`src/rtl/kwdt_pkg.sv`:
```
package kwdt_pkg;
  localparam int PERIOD_W = 5;
  localparam int KEY_W    = 4;
  localparam int DATA_W   = 8;
  localparam int EN_BIT   = 7;
  localparam logic [KEY_W-1:0] RESTART_KEY = 4'b1010;
endpackage

```
`src/rtl/kwdt_regs.sv`:
```
module kwdt_regs #(
  parameter int DATA_W   = 8,
  parameter int PERIOD_W = 5,
  parameter int EN_BIT   = 7,
  parameter int KEY_W    = 4,
  parameter logic [KEY_W-1:0] KEY = 4'b1010
) (
  input  logic                clk,
  input  logic                rst,
  input  logic                ctrl_wr,
  input  logic [DATA_W-1:0]   ctrl_wdata,
  input  logic                key_wr,
  input  logic [KEY_W-1:0]    key_wdata,
  input  logic                rst_release,
  output logic [PERIOD_W-1:0] period_q,
  output logic                en_q,
  output logic                restart
);
  logic key_hit;

  always_ff @(posedge clk) begin
    if (rst) begin
      period_q <= '0;
      en_q     <= 1'b0;
    end else if (ctrl_wr) begin
      period_q <= ctrl_wdata[PERIOD_W-1:0];
      en_q     <= ctrl_wdata[EN_BIT];
    end
  end

  always_comb begin
    key_hit = key_wr && (key_wdata == KEY);
    restart = key_hit || rst_release;
  end
endmodule

```
`src/rtl/kwdt_counter.sv`:
```
module kwdt_counter #(
  parameter int PERIOD_W = 5
) (
  input  logic                clk,
  input  logic                rst,
  input  logic                tick,
  input  logic                restart,
  input  logic                hold,
  input  logic                en,
  input  logic [PERIOD_W-1:0] period_in,
  output logic [PERIOD_W-1:0] cnt_q,
  output logic [PERIOD_W-1:0] active_q,
  output logic                timeout_req
);
  localparam logic [PERIOD_W-1:0] STOP_CODE = '1;
  localparam logic [PERIOD_W-1:0] ONE       = {{(PERIOD_W-1){1'b0}}, 1'b1};

  function automatic logic [PERIOD_W-1:0] reload(input logic [PERIOD_W-1:0] code);
    return (code == '0) ? ONE : code;
  endfunction

  always_ff @(posedge clk) begin
    if (rst) begin
      cnt_q       <= ONE;
      active_q    <= '0;
      timeout_req <= 1'b0;
    end else begin
      timeout_req <= 1'b0;
      if (hold) begin
        cnt_q <= reload(active_q);
      end else if (restart) begin
        active_q <= period_in;
        cnt_q    <= reload(period_in);
      end else if (tick && (active_q != STOP_CODE)) begin
        if (cnt_q == ONE) begin
          cnt_q       <= reload(active_q);
          timeout_req <= en;
        end else begin
          cnt_q <= cnt_q - ONE;
        end
      end
    end
  end
endmodule

```
`src/rtl/keyed_wdt.sv`:
```
module keyed_wdt #(
  parameter int DATA_W   = kwdt_pkg::DATA_W,
  parameter int PERIOD_W = kwdt_pkg::PERIOD_W,
  parameter int EN_BIT   = kwdt_pkg::EN_BIT,
  parameter int KEY_W    = kwdt_pkg::KEY_W,
  parameter logic [KEY_W-1:0] KEY = kwdt_pkg::RESTART_KEY
) (
  input  logic              clk,
  input  logic              rst,
  input  logic              tick,
  input  logic              ctrl_wr,
  input  logic [DATA_W-1:0] ctrl_wdata,
  input  logic              key_wr,
  input  logic [KEY_W-1:0]  key_wdata,
  input  logic              rst_release,
  input  logic              supply_low,
  output logic              timeout_req
);
  logic [PERIOD_W-1:0] period_q;
  logic                en_q;
  logic                restart;
  logic [PERIOD_W-1:0] cnt_q;
  logic [PERIOD_W-1:0] active_q;

  kwdt_regs #(
    .DATA_W(DATA_W), .PERIOD_W(PERIOD_W), .EN_BIT(EN_BIT),
    .KEY_W(KEY_W), .KEY(KEY)
  ) u_regs (
    .clk(clk), .rst(rst),
    .ctrl_wr(ctrl_wr), .ctrl_wdata(ctrl_wdata),
    .key_wr(key_wr), .key_wdata(key_wdata),
    .rst_release(rst_release),
    .period_q(period_q), .en_q(en_q), .restart(restart)
  );

  kwdt_counter #(.PERIOD_W(PERIOD_W)) u_cnt (
    .clk(clk), .rst(rst), .tick(tick),
    .restart(restart), .hold(supply_low), .en(en_q),
    .period_in(period_q),
    .cnt_q(cnt_q), .active_q(active_q),
    .timeout_req(timeout_req)
  );
endmodule

```
`config.mk`:
```
export PLATFORM = sky130hd
export DESIGN_NAME = keyed_wdt
export DESIGN_NICKNAME = d
export VERILOG_FILES = /design/src/rtl/kwdt_pkg.sv /design/src/rtl/kwdt_regs.sv /design/src/rtl/kwdt_counter.sv /design/src/rtl/keyed_wdt.sv
export SDC_FILE = /design/constraint.sdc
export NUM_CORES = 1
export LEC_CHECK = 0
export BUFFER_PORTS_ARGS = -buffer_cell sky130_fd_sc_hd__buf_4
export CAP_MARGIN = 20
export CORE_ASPECT_RATIO = 0.9
export CORE_UTILIZATION = 51
export DETAILED_ROUTE_END_ITERATION = 10
export PLACE_DENSITY = 0.76
export SLEW_MARGIN = 5
export SYNTH_ARGS = -nofsm -noshare
export SYNTH_HDL_FRONTEND = slang
export SYNTH_SLANG_ARGS = --single-unit
```
`constraint.sdc`:
```
create_clock -name clk -period 2.2 [get_ports clk]
set_clock_uncertainty 0.15 [all_clocks]
set_input_delay 0.22 -clock clk [delete_from_list [all_inputs] [get_ports clk]]
set_output_delay 0.22 -clock clk [all_outputs]
set_load 0.005 [all_outputs]
```
==> out/qor.csv, run 1 <==
stage;metric;value;unit
drt;Routed WL per cell;13.47;um
synthesis;synthesized flop and latch total;17;
grt;met1 Usage GRT;0.3112;
synthesis;async set or reset register ratio after synthesis;0;
synthesis;Yosys top cell area share;0.3794;
grt;vias in the first global route;798;
critical_path;reg2reg path depth;5;
synthesis;Synth top cells by count;nor2_1, dfxtp_1, a21oi_1, mux2i_1, nand2_1;
critical_path;worst reg2reg setup slack;0.17;ns
critical_path;crit path DAT;2.08;ns
hold_path;Hold EP;u_regs.period_q[3];
drt;initial DRC count;30;
power_and_ir_drop;final total power;0.6596;mW
power_and_ir_drop;P_leak;0.4557;nW
sta;unrepaired setup endpoints after global routing;false;
drt;drt total wl;2.034;mm
floorplan;Core Area;1545;um^2
finish;layout cells sized above 1;0.2326;
clock_network;clk buf depth;2;
sta;Worst-Margin Slew;0.4090;ns
critical_path;RR Startpoint;u_cnt.cnt_q[0];
finish;nets;151;
sta;Hold Violations, Final;0;
placement;DP HPWL;1.408;mm
finish;area delta synth->final;23.85;%
floorplan;overall die height;41.79;um
drt;Routed Antenna Nets;0;
synthesis;mapped cell area;897.1;um^2
synthesis;Mapped Avg Cell Area;8.307;um^2
critical_path;Critical Path RT;2.25;ns
floorplan;die width;46.21;um
placement;Final GP Congestion;0.7829;
sta;final worst path period share;0.9242;
floorplan;row count;13;
synthesis;Syn Nets;129;
finish;Final Util;0.7190;
critical_path;reg2reg end;u_cnt.cnt_q[0];
synthesis;Yosys cell types;28;
drt;Via density;5.603;
critical_path;CP Launch Type;flop;
synthesis;yosys synthesis warning count;0;
grt;first-pass GRT wire length;3.332;mm
sta;Setup TNS Final;0;ns
hold_path;Hold Crit Class;in2reg;
synthesis;count leader, synth;nor2_1;
floorplan;die area;1931;um^2
clock_network;cts bufs inserted;3;
hold_path;worst hold path startpoint;ctrl_wdata[3];
power_and_ir_drop;Pwr Density;593.7;nW/um^2
floorplan;Initial Util;0.5806;
clock_network;CTS clk-pin slew, worst paths;0.10;ns
clock_network;TritonCTS sink count;17;
placement;port bufs;17;
synthesis;Gate Count Post-Synth;108;
drt;number of remaining DRC errors;0;
power_and_ir_drop;Max VDD drop;0.4669;mV
critical_path;Crit Path Max Fanout;4;
grt;grt peak-use layer;met2;
synthesis;largest cells by area after synthesis;dfxtp_1, nor2_1, mux2i_1;
floorplan;total I/O pin count;20;
status;status;completed;
finish;ANT cells;0;
critical_path;kind of critical path;reg2reg;
sta;f_max;491.8;MHz
synthesis;post-synth top area cell;dfxtp_1;
grt;initial antenna violation count;0;
sta;Worst slew margin;0.7248;
drt;DRT Pass-1 Iters;4;
sta;Final Setup Violations;0;
sta;fin crit period;2.033;ns
synthesis;Post-synth EDFFs;0;
critical_path;critical path capture point type;flop;
grt;GR Util met3;0.09565;
synthesis;sequential-to-total area share from yosys stat;0.3794;
grt;met2 Usage GRT;0.3408;
drt;via count;846;
flow_run;max cap viols;0;
hold_path;hold path depth;3;
sta;Final Max Tran Viols;0;
grt;All-Layer GR Usage;0.2386;
synthesis;Post-synth top flop;dfxtp_1;
clock_network;Worst-Skew Late Latency;0.30;ns
grt;GR Overflow Total;0;
clock_network;root buf cell;clkbuf_4;
clock_network;CTS tree;done;
clock_network;# H-tree levels;1;
grt;largest net degree at the start of global routing;18;
==> power breakdown <==
group	total [mW]	internal [mW]	leakage [nW]	switching [mW]
Combinational	0.144	0.0775	0.302	0.0660
Clock	0.174	0.0708	0.0150	0.104
Sequential	0.342	0.323	0.139	0.0185
Total	0.660	0.471	0.456	0.188
==> worst max-delay path: stages (launching register included) <==
cell and delay [ns]:
dfxtp_1 0.40, ha_1 0.24, nor4b_4 0.29, a21oi_2 0.12
or3_1 0.37, a311o_1 0.35
==> repair_timing <==
item / in CTS / in global routing
setup buffers: 0 / 1
endpoints found under the setup margin: 0 / 1
hold buffers: 3 / 1
gates resized for setup: 0 / 0
hold endpoints to repair: 3 / 1
==> sequential cells by signal, summed over array words and instances (netlist names) <==
| register | cells |
|---|---|
| u_cnt.active_q | 5 |
| u_cnt.cnt_q | 5 |
| u_regs.period_q | 5 |
| u_cnt.timeout_req | 1 |
| u_regs.en_q | 1 |
==> how the worst max path moves through the flow <==
stage | from | endpoint | slack [ns] | cells after the start
2_1_floorplan | u_cnt.cnt_q[1] | u_cnt.cnt_q[0] | 0.29 | 6
5_1_grt | u_cnt.cnt_q[1] | u_cnt.cnt_q[0] | 0.09 | 6
6_report | u_cnt.cnt_q[0] | u_cnt.cnt_q[0] | 0.17 | 5
4_1_cts | u_cnt.cnt_q[1] | u_cnt.cnt_q[0] | 0.11 | 6
3_5_place_dp | u_cnt.cnt_q[1] | u_cnt.cnt_q[0] | 0.14 | 6
3_3_place_gp | u_cnt.cnt_q[1] | u_cnt.cnt_q[0] | 0.19 | 6
==> logic make-up after synthesis <==
kind of cell	after synthesis	share of synthesized area
buf+inv	11	0.04603
compound gates	25	0.1953
flops	17	0.3794
mux	8	0.09066
fa+ha+maj	2	0.02789
xor+xnor	1	0.009765
simple gates	44	0.2511
==> per-layer routing <==
| layer | share of wire | vias to the layer above |
|---|---|---|
| met5 | 0 | - |
| met4 | 0.020 | 0 |
| met3 | 0.081 | 6 |
| met2 | 0.43 | 34 |
| met1 | 0.47 | 378 |
| li1 | - | 428 |
==> per-stage QoR <==
| step | cell area (um^2) | std cells | setup WS [ns] | hold WS, ns |
|---|---|---|---|---|
| 6_report | 1111 | 151 | 0.1668 | 0.01157 |
| 5_1_grt | 1111 | 151 | 0.08928 | 0.02557 |
| 4_1_cts | 1094 | 149 | 0.1064 | 0.001436 |
| 3_5_place_dp | 1037 | 142 | 0.1364 | 0.3106 |
| 3_3_place_gp | 1037 | 142 | 0.1888 | 0.3014 |
| 2_1_floorplan | 897.1 | 108 | 0.2907 | 0.2172 |
==> cells in the final DEF, fill, tap and decap left out, drive strengths merged, types with 2 or more instances in the layout <==
cell / count
dlygate4sd3: 4
o32a: 2
ha: 2
nand3b: 2
nor4: 5
nand2: 7
a211oi: 2
inv: 5
dfxtp: 17
clkbuf: 4
mux2i: 7
o21ai: 6
nor3: 6
nor2: 19
buf: 19
a21oi: 9
==> cell type report <==
type	count	area, um^2
fillers	122	434.2
well taps	22	27.53
inverters	5	18.77
multi-input cells	80	515.5
clock buffers	4	26.28
flip-flops and latches	17	340.3
repair buffers	23	182.7
Power figures use the tool's default switching activity.
==> run 2, diff against run 1 <==
Settings changed: CORE_MARGIN from default to 4.
==> out/qor.csv, run 2 (synthesis results as in run 1) <==
stage;metric;value;unit;change
grt;All-Layer GR Usage;0.1806;;-0.05799
critical_path;critical path capture point type;flop;;
critical_path;RR Startpoint;u_cnt.cnt_q[1];;
critical_path;Crit Path Max Fanout;5;;+1
floorplan;total I/O pin count;20;;unchanged
drt;Routed WL per cell;13.67;um;+1.5%
critical_path;crit path cell chain;inv_1 > ha_1 > nor4b_4 > a21oi_2 > or3_1 > a311o_1;;
clock_network;clk buf depth;2;;unchanged
power_and_ir_drop;Pwr Density;601.2;nW/um^2;+1.3%
finish;Top Registers;u_cnt.active_q x5, u_cnt.cnt_q x5, u_regs.period_q x5;;
sta;Worst-Margin Slew;0.5241;ns;+0.1151 ns
finish;ANT cells;0;;unchanged
floorplan;overall die height;47.79;um;+14%
sta;Final Setup Violations;0;;unchanged
power_and_ir_drop;P_leak;0.4321;nW;-5.2%
grt;vias in the first global route;792;;-0.75%
grt;GR Overflow Total;0;;unchanged
critical_path;crit path DAT;2.10;ns;+0.02 ns
placement;DP HPWL;1.494;mm;+6.1%
placement;Placement Setup Slack;0.1588;ns;+0.02234 ns
critical_path;crit-path max cell delay;0.36;ns;-0.04 ns
drt;initial DRC count;11;;-63%
critical_path;reg2reg end;u_cnt.cnt_q[0];;
sta;worst setup margin;0.1347;ns;-0.03212 ns
floorplan;die width;52.21;um;+13%
drt;DR WL met2;913;um;+4.0%
critical_path;Critical Path RT;2.24;ns;about the same
clock_network;root buf cell;clkbuf_4;;
clock_network;CTS clk-pin slew, worst paths;0.10;ns;about the same
hold_path;Hold Crit Class;in2reg;;
finish;area delta synth->final;18.13;%;
sta;fin crit period;2.065;ns;+0.03212 ns
floorplan;Initial Util;0.5391;;-0.04147
grt;largest net degree at the start of global routing;18;;unchanged
critical_path;worst reg2reg setup slack;0.13;ns;-0.03 ns
hold_path;Hold EP;u_regs.period_q[3];;
status;status;completed;;
drt;DR top layer;met4;;
sta;unrepaired setup endpoints after global routing;false;;
hold_path;hold path depth;3;;unchanged
critical_path;CP Launch Type;flop;;
clock_network;Worst-Skew Late Latency;0.29;ns;about the same
drt;Via density;5.633;;+0.54%
clock_network;CTS tree;done;;
critical_path;reg2reg path depth;6;;+1
finish;layout cells sized above 1;0.2358;;+0.003214
placement;Final GP Congestion;0.8724;;+11%
finish;post-route insts no fill;147;;-2.6%
clock_network;cts bufs inserted;3;;unchanged
hold_path;worst hold path startpoint;ctrl_wdata[3];;
critical_path;Crit path depth;6;;+1
sta;Worst slew margin;0.6469;;-0.07792
clock_network;postcts setup bufs;0;;unchanged
drt;number of remaining DRC errors;0;;unchanged
critical_path;buffers and inverters on the worst path;1;;+1
clock_network;CTS resizes;0;;unchanged
drt;met3 wire length;117;um;-29%
sta;final worst path period share;0.9388;;+0.01460
grt;first-pass GRT wire length;3.312;mm;-0.60%
floorplan;Core Area;1664;um^2;+7.7%
critical_path;delay-heaviest family, CP;simple AND/OR/NAND/NOR gates;;
drt;wire length on met1;947;um;-0.32%
drt;via count;828;;-2.1%
critical_path;CP max-delay cell;or3_1;;
critical_path;kind of critical path;reg2reg;;
flow_run;max cap viols;0;;unchanged
finish;commonest non-fill, non-tap cell in the layout;nor2_1;;
power_and_ir_drop;final total power;0.6372;mW;-3.4%
placement;port bufs;17;;unchanged
sta;Hold Violations, Final;0;;unchanged
drt;Routed Antenna Nets;0;;unchanged
clock_network;Post-CTS Hold Buffers;0;;-3
power_and_ir_drop;Max VDD drop;0.4895;mV;+4.8%
placement;dpl cells;143;;+0.70%
sta;Final Max Tran Viols;0;;unchanged
floorplan;die area;2495;um^2;+29%
drt;drt total wl;2.009;mm;-1.2%
drt;DRT Pass-1 Iters;4;;unchanged
sta;Setup TNS Final;0;ns;unchanged
grt;initial antenna violation count;0;;unchanged
sta;f_max;484.2;MHz;-1.6%
clock_network;TritonCTS sink count;17;;unchanged
finish;nets;145;;-4.0%
floorplan;row count;14;;+1
finish;commonest non-fill, non-tap cells in the layout;nor2_1, buf_4, dfxtp_1, a21oi_1;;
clock_network;# H-tree levels;1;;unchanged
run 2: per-layer routing:
layer | GRT usage | up-vias
met5 | 0 | -
met3 | 0.05919 | 4
met1 | 0.2260 | 385
li1 | - | 419
met4 | 0.09184 | 0
met2 | 0.2832 | 20
run 2: cell type report:
| cell class | instances | area, um^2 |
|---|---|---|
| Timing Repair Buffer | 17 | 127.6 |
| Inverter | 5 | 18.77 |
| Fill cell | 145 | 604.3 |
| Tap cell | 24 | 30.03 |
| Clock buffer | 3 | 22.52 |
| Sequential cell | 17 | 340.3 |
| Clock inverter | 1 | 5.005 |
| Multi-Input combinational cell | 80 | 515.5 |
run 2: power by group:
group          leakage [nW]  switching [mW]  internal [mW]
Clock                0.0177          0.0994         0.0677
Sequential            0.139          0.0183          0.323
Combinational         0.275          0.0612         0.0675
run 2: worst max path at each step:
stage                      startpoint              to  slack [ns]
floorplan              u_cnt.cnt_q[1]  u_cnt.cnt_q[0]        0.29
global placement       u_cnt.cnt_q[1]  u_cnt.cnt_q[0]        0.18
detailed placement     u_cnt.cnt_q[1]  u_cnt.cnt_q[0]        0.16
CTS                    u_cnt.cnt_q[1]  u_cnt.cnt_q[0]        0.13
global route        u_cnt.active_q[3]  u_cnt.cnt_q[3]      0.0008
finish                 u_cnt.cnt_q[1]  u_cnt.cnt_q[0]        0.13
run 2: worst reg2reg max path: cells and delay by family (launching register included):
family | cells | cell delay (ns)
buf+inv | 1 | 0.08
simple gates | 2 | 0.71
flops | 1 | 0.34
compound gates | 2 | 0.47
fa+ha+maj | 1 | 0.21
run 2: stage by stage:
| step | util | hold slack [ns] | cell area (um^2) |
|---|---|---|---|
| 2_1_floorplan | - | 0.2172 | 897.1 |
| 3_3_place_gp | 0.6203 | 0.3050 | 1032 |
| 3_5_place_dp | 0.6203 | 0.3162 | 1032 |
| 4_1_cts | 0.6368 | 0.009449 | 1060 |
| 5_1_grt | 0.6368 | 0.02175 | 1060 |
| 6_report | 0.6368 | 0.007521 | 1060 |
==> run 3, diff against run 2 <==
Settings changed: HOLD_SLACK_MARGIN from default to 0.02.
==> out/qor.csv, run 3 (synthesis results as in run 1) <==
stage;metric;value;unit;change
status;status;completed;;
sta;Worst slew margin;0.7541;;+0.1072
sta;fin crit period;2.068;ns;+0.002228 ns
grt;first-pass GRT wire length;3.463;mm;+4.6%
grt;vias in the first global route;798;;+0.76%
power_and_ir_drop;Pwr Density;588.2;nW/um^2;-2.2%
placement;Placement Setup Slack;0.1588;ns;unchanged
floorplan;Core Area;1664;um^2;unchanged
placement;port bufs;17;;unchanged
critical_path;kind of critical path;reg2reg;;
clock_network;cts bufs inserted;3;;unchanged
floorplan;total I/O pin count;20;;unchanged
clock_network;Worst-Skew Late Latency;0.29;ns;about the same
clock_network;CTS clk-pin slew, worst paths;0.10;ns;about the same
finish;commonest non-fill, non-tap cells in the layout;nor2_1, buf_4, dfxtp_1, a21oi_1;;
sta;unrepaired setup endpoints after global routing;false;;
drt;Routed WL per cell;13.87;um;+1.5%
floorplan;die area;2495;um^2;unchanged
flow_run;max cap viols;0;;unchanged
sta;Final Max Tran Viols;0;;unchanged
sta;final worst path period share;0.9398;;+0.001013
sta;Setup TNS Final;0;ns;unchanged
clock_network;root buf cell;clkbuf_4;;
power_and_ir_drop;P_leak;0.4444;nW;+2.8%
drt;via count;839;;+1.3%
grt;GR Overflow Total;0;;unchanged
drt;DRT Pass-1 Iters;4;;unchanged
critical_path;critical path capture point type;flop;;
sta;f_max;483.7;MHz;-0.11%
hold_path;Hold Crit Class;in2reg;;
sta;Final Setup Violations;0;;unchanged
placement;DP HPWL;1.494;mm;unchanged
critical_path;Critical Path RT;2.24;ns;about the same
clock_network;TritonCTS sink count;17;;unchanged
grt;largest net degree at the start of global routing;18;;unchanged
drt;Via density;5.593;;-0.70%
placement;Final GP Congestion;0.8724;;unchanged
finish;area delta synth->final;21.48;%;
drt;number of remaining DRC errors;0;;unchanged
drt;initial DRC count;19;;+8
floorplan;row count;14;;unchanged
clock_network;CTS tree;done;;
clock_network;# H-tree levels;1;;unchanged
critical_path;Crit Path Max Fanout;5;;unchanged
clock_network;clk buf depth;2;;unchanged
finish;Top Registers;u_cnt.active_q x5, u_cnt.cnt_q x5, u_regs.period_q x5;;
power_and_ir_drop;Max VDD drop;0.4916;mV;+0.43%
critical_path;CP Launch Type;flop;;
sta;worst setup margin;0.1325;ns;-0.002228 ns
finish;commonest non-fill, non-tap cell in the layout;nor2_1;;
floorplan;die width;52.21;um;unchanged
grt;initial antenna violation count;0;;unchanged
critical_path;crit path DAT;2.10;ns;about the same
floorplan;overall die height;47.79;um;unchanged
finish;ANT cells;0;;unchanged
sta;Worst-Margin Slew;0.3673;ns;-0.1568 ns
floorplan;Initial Util;0.5391;;unchanged
grt;All-Layer GR Usage;0.1900;;+0.009365
drt;drt total wl;2.081;mm;+3.6%
finish;layout cells sized above 1;0.2302;;-0.005614
drt;Routed Antenna Nets;0;;unchanged
sta;Hold Violations, Final;0;;unchanged
finish;nets;148;;+2.1%
-- run 3: cell count changes in the layout (fill, tap and decap cells not counted) --
cell           delta
o21ai_1           +1
o21ai_0           -1
dlygate4sd3_1     +3
-- run 3: timing repair --
item / in CTS / in global routing
endpoints found under the hold margin: 3 / 0
hold buffers: 3 / 0
buffers inserted: 0 / 0
setup endpoints to repair: 0 / 1
gates resized for setup: 0 / 1
-- run 3: per-layer routing --
| layer | routed length (um) | track usage |
|---|---|---|
| met1 | 961 | 0.2373 |
| met4 | 41 | 0.08163 |
| met5 | 0 | 0 |
| met3 | 101 | 0.05919 |
| met2 | 977 | 0.3083 |
-- run 3: cell type report --
cell class	instances	area, um^2
multi-input combinational	80	515.5
clock inverter	1	5.005
tap	24	30.03
fill	140	574.3
sequential	17	340.3
timing repair buffer	20	157.7
inverter	5	18.77
clock buffer	3	22.52
-- run 3: stage by stage --
stage,utilization,total power [mW],hold slack (ns),area (um^2),std cells
CTS,0.6549,0.6473,0.02050,1090,150
global route,0.6549,0.6801,0.02175,1090,150
global placement,0.6203,0.4733,0.3050,1032,143
finish,0.6549,0.6411,0.02162,1090,150
floorplan,-,0.4367,0.2172,897.1,108
detailed placement,0.6203,0.4764,0.3162,1032,143
-- run 3: worst max-delay path, cell delays in order, from the launching register on --
cell	delay, ns
dfxtp_1	0.34
inv_1	0.08
ha_1	0.21
nor4b_4	0.36
a21oi_2	0.13
or3_1	0.36
a311o_1	0.34
-- run 3: worst paths after layout --
| kind | from | endpoint | slack [ns] | cells past startpoint |
|---|---|---|---|---|
| hold / removal | ctrl_wdata[7] | u_regs.en_q | 0.02 | 3 |
| hold reg to reg | u_regs.period_q[0] | u_cnt.active_q[0] | 0.34 | 2 |
| setup / recovery | u_cnt.cnt_q[1] | u_cnt.cnt_q[0] | 0.13 | 6 |
| setup reg to reg | u_cnt.cnt_q[1] | u_cnt.cnt_q[0] | 0.13 | 6 |
-- run 3: where the power goes --
group          switching [mW]  total [mW]  internal, mW
clock network          0.0982       0.166        0.0676
logic                  0.0627       0.134        0.0710
registers              0.0185       0.342         0.323
total                   0.179       0.641         0.462
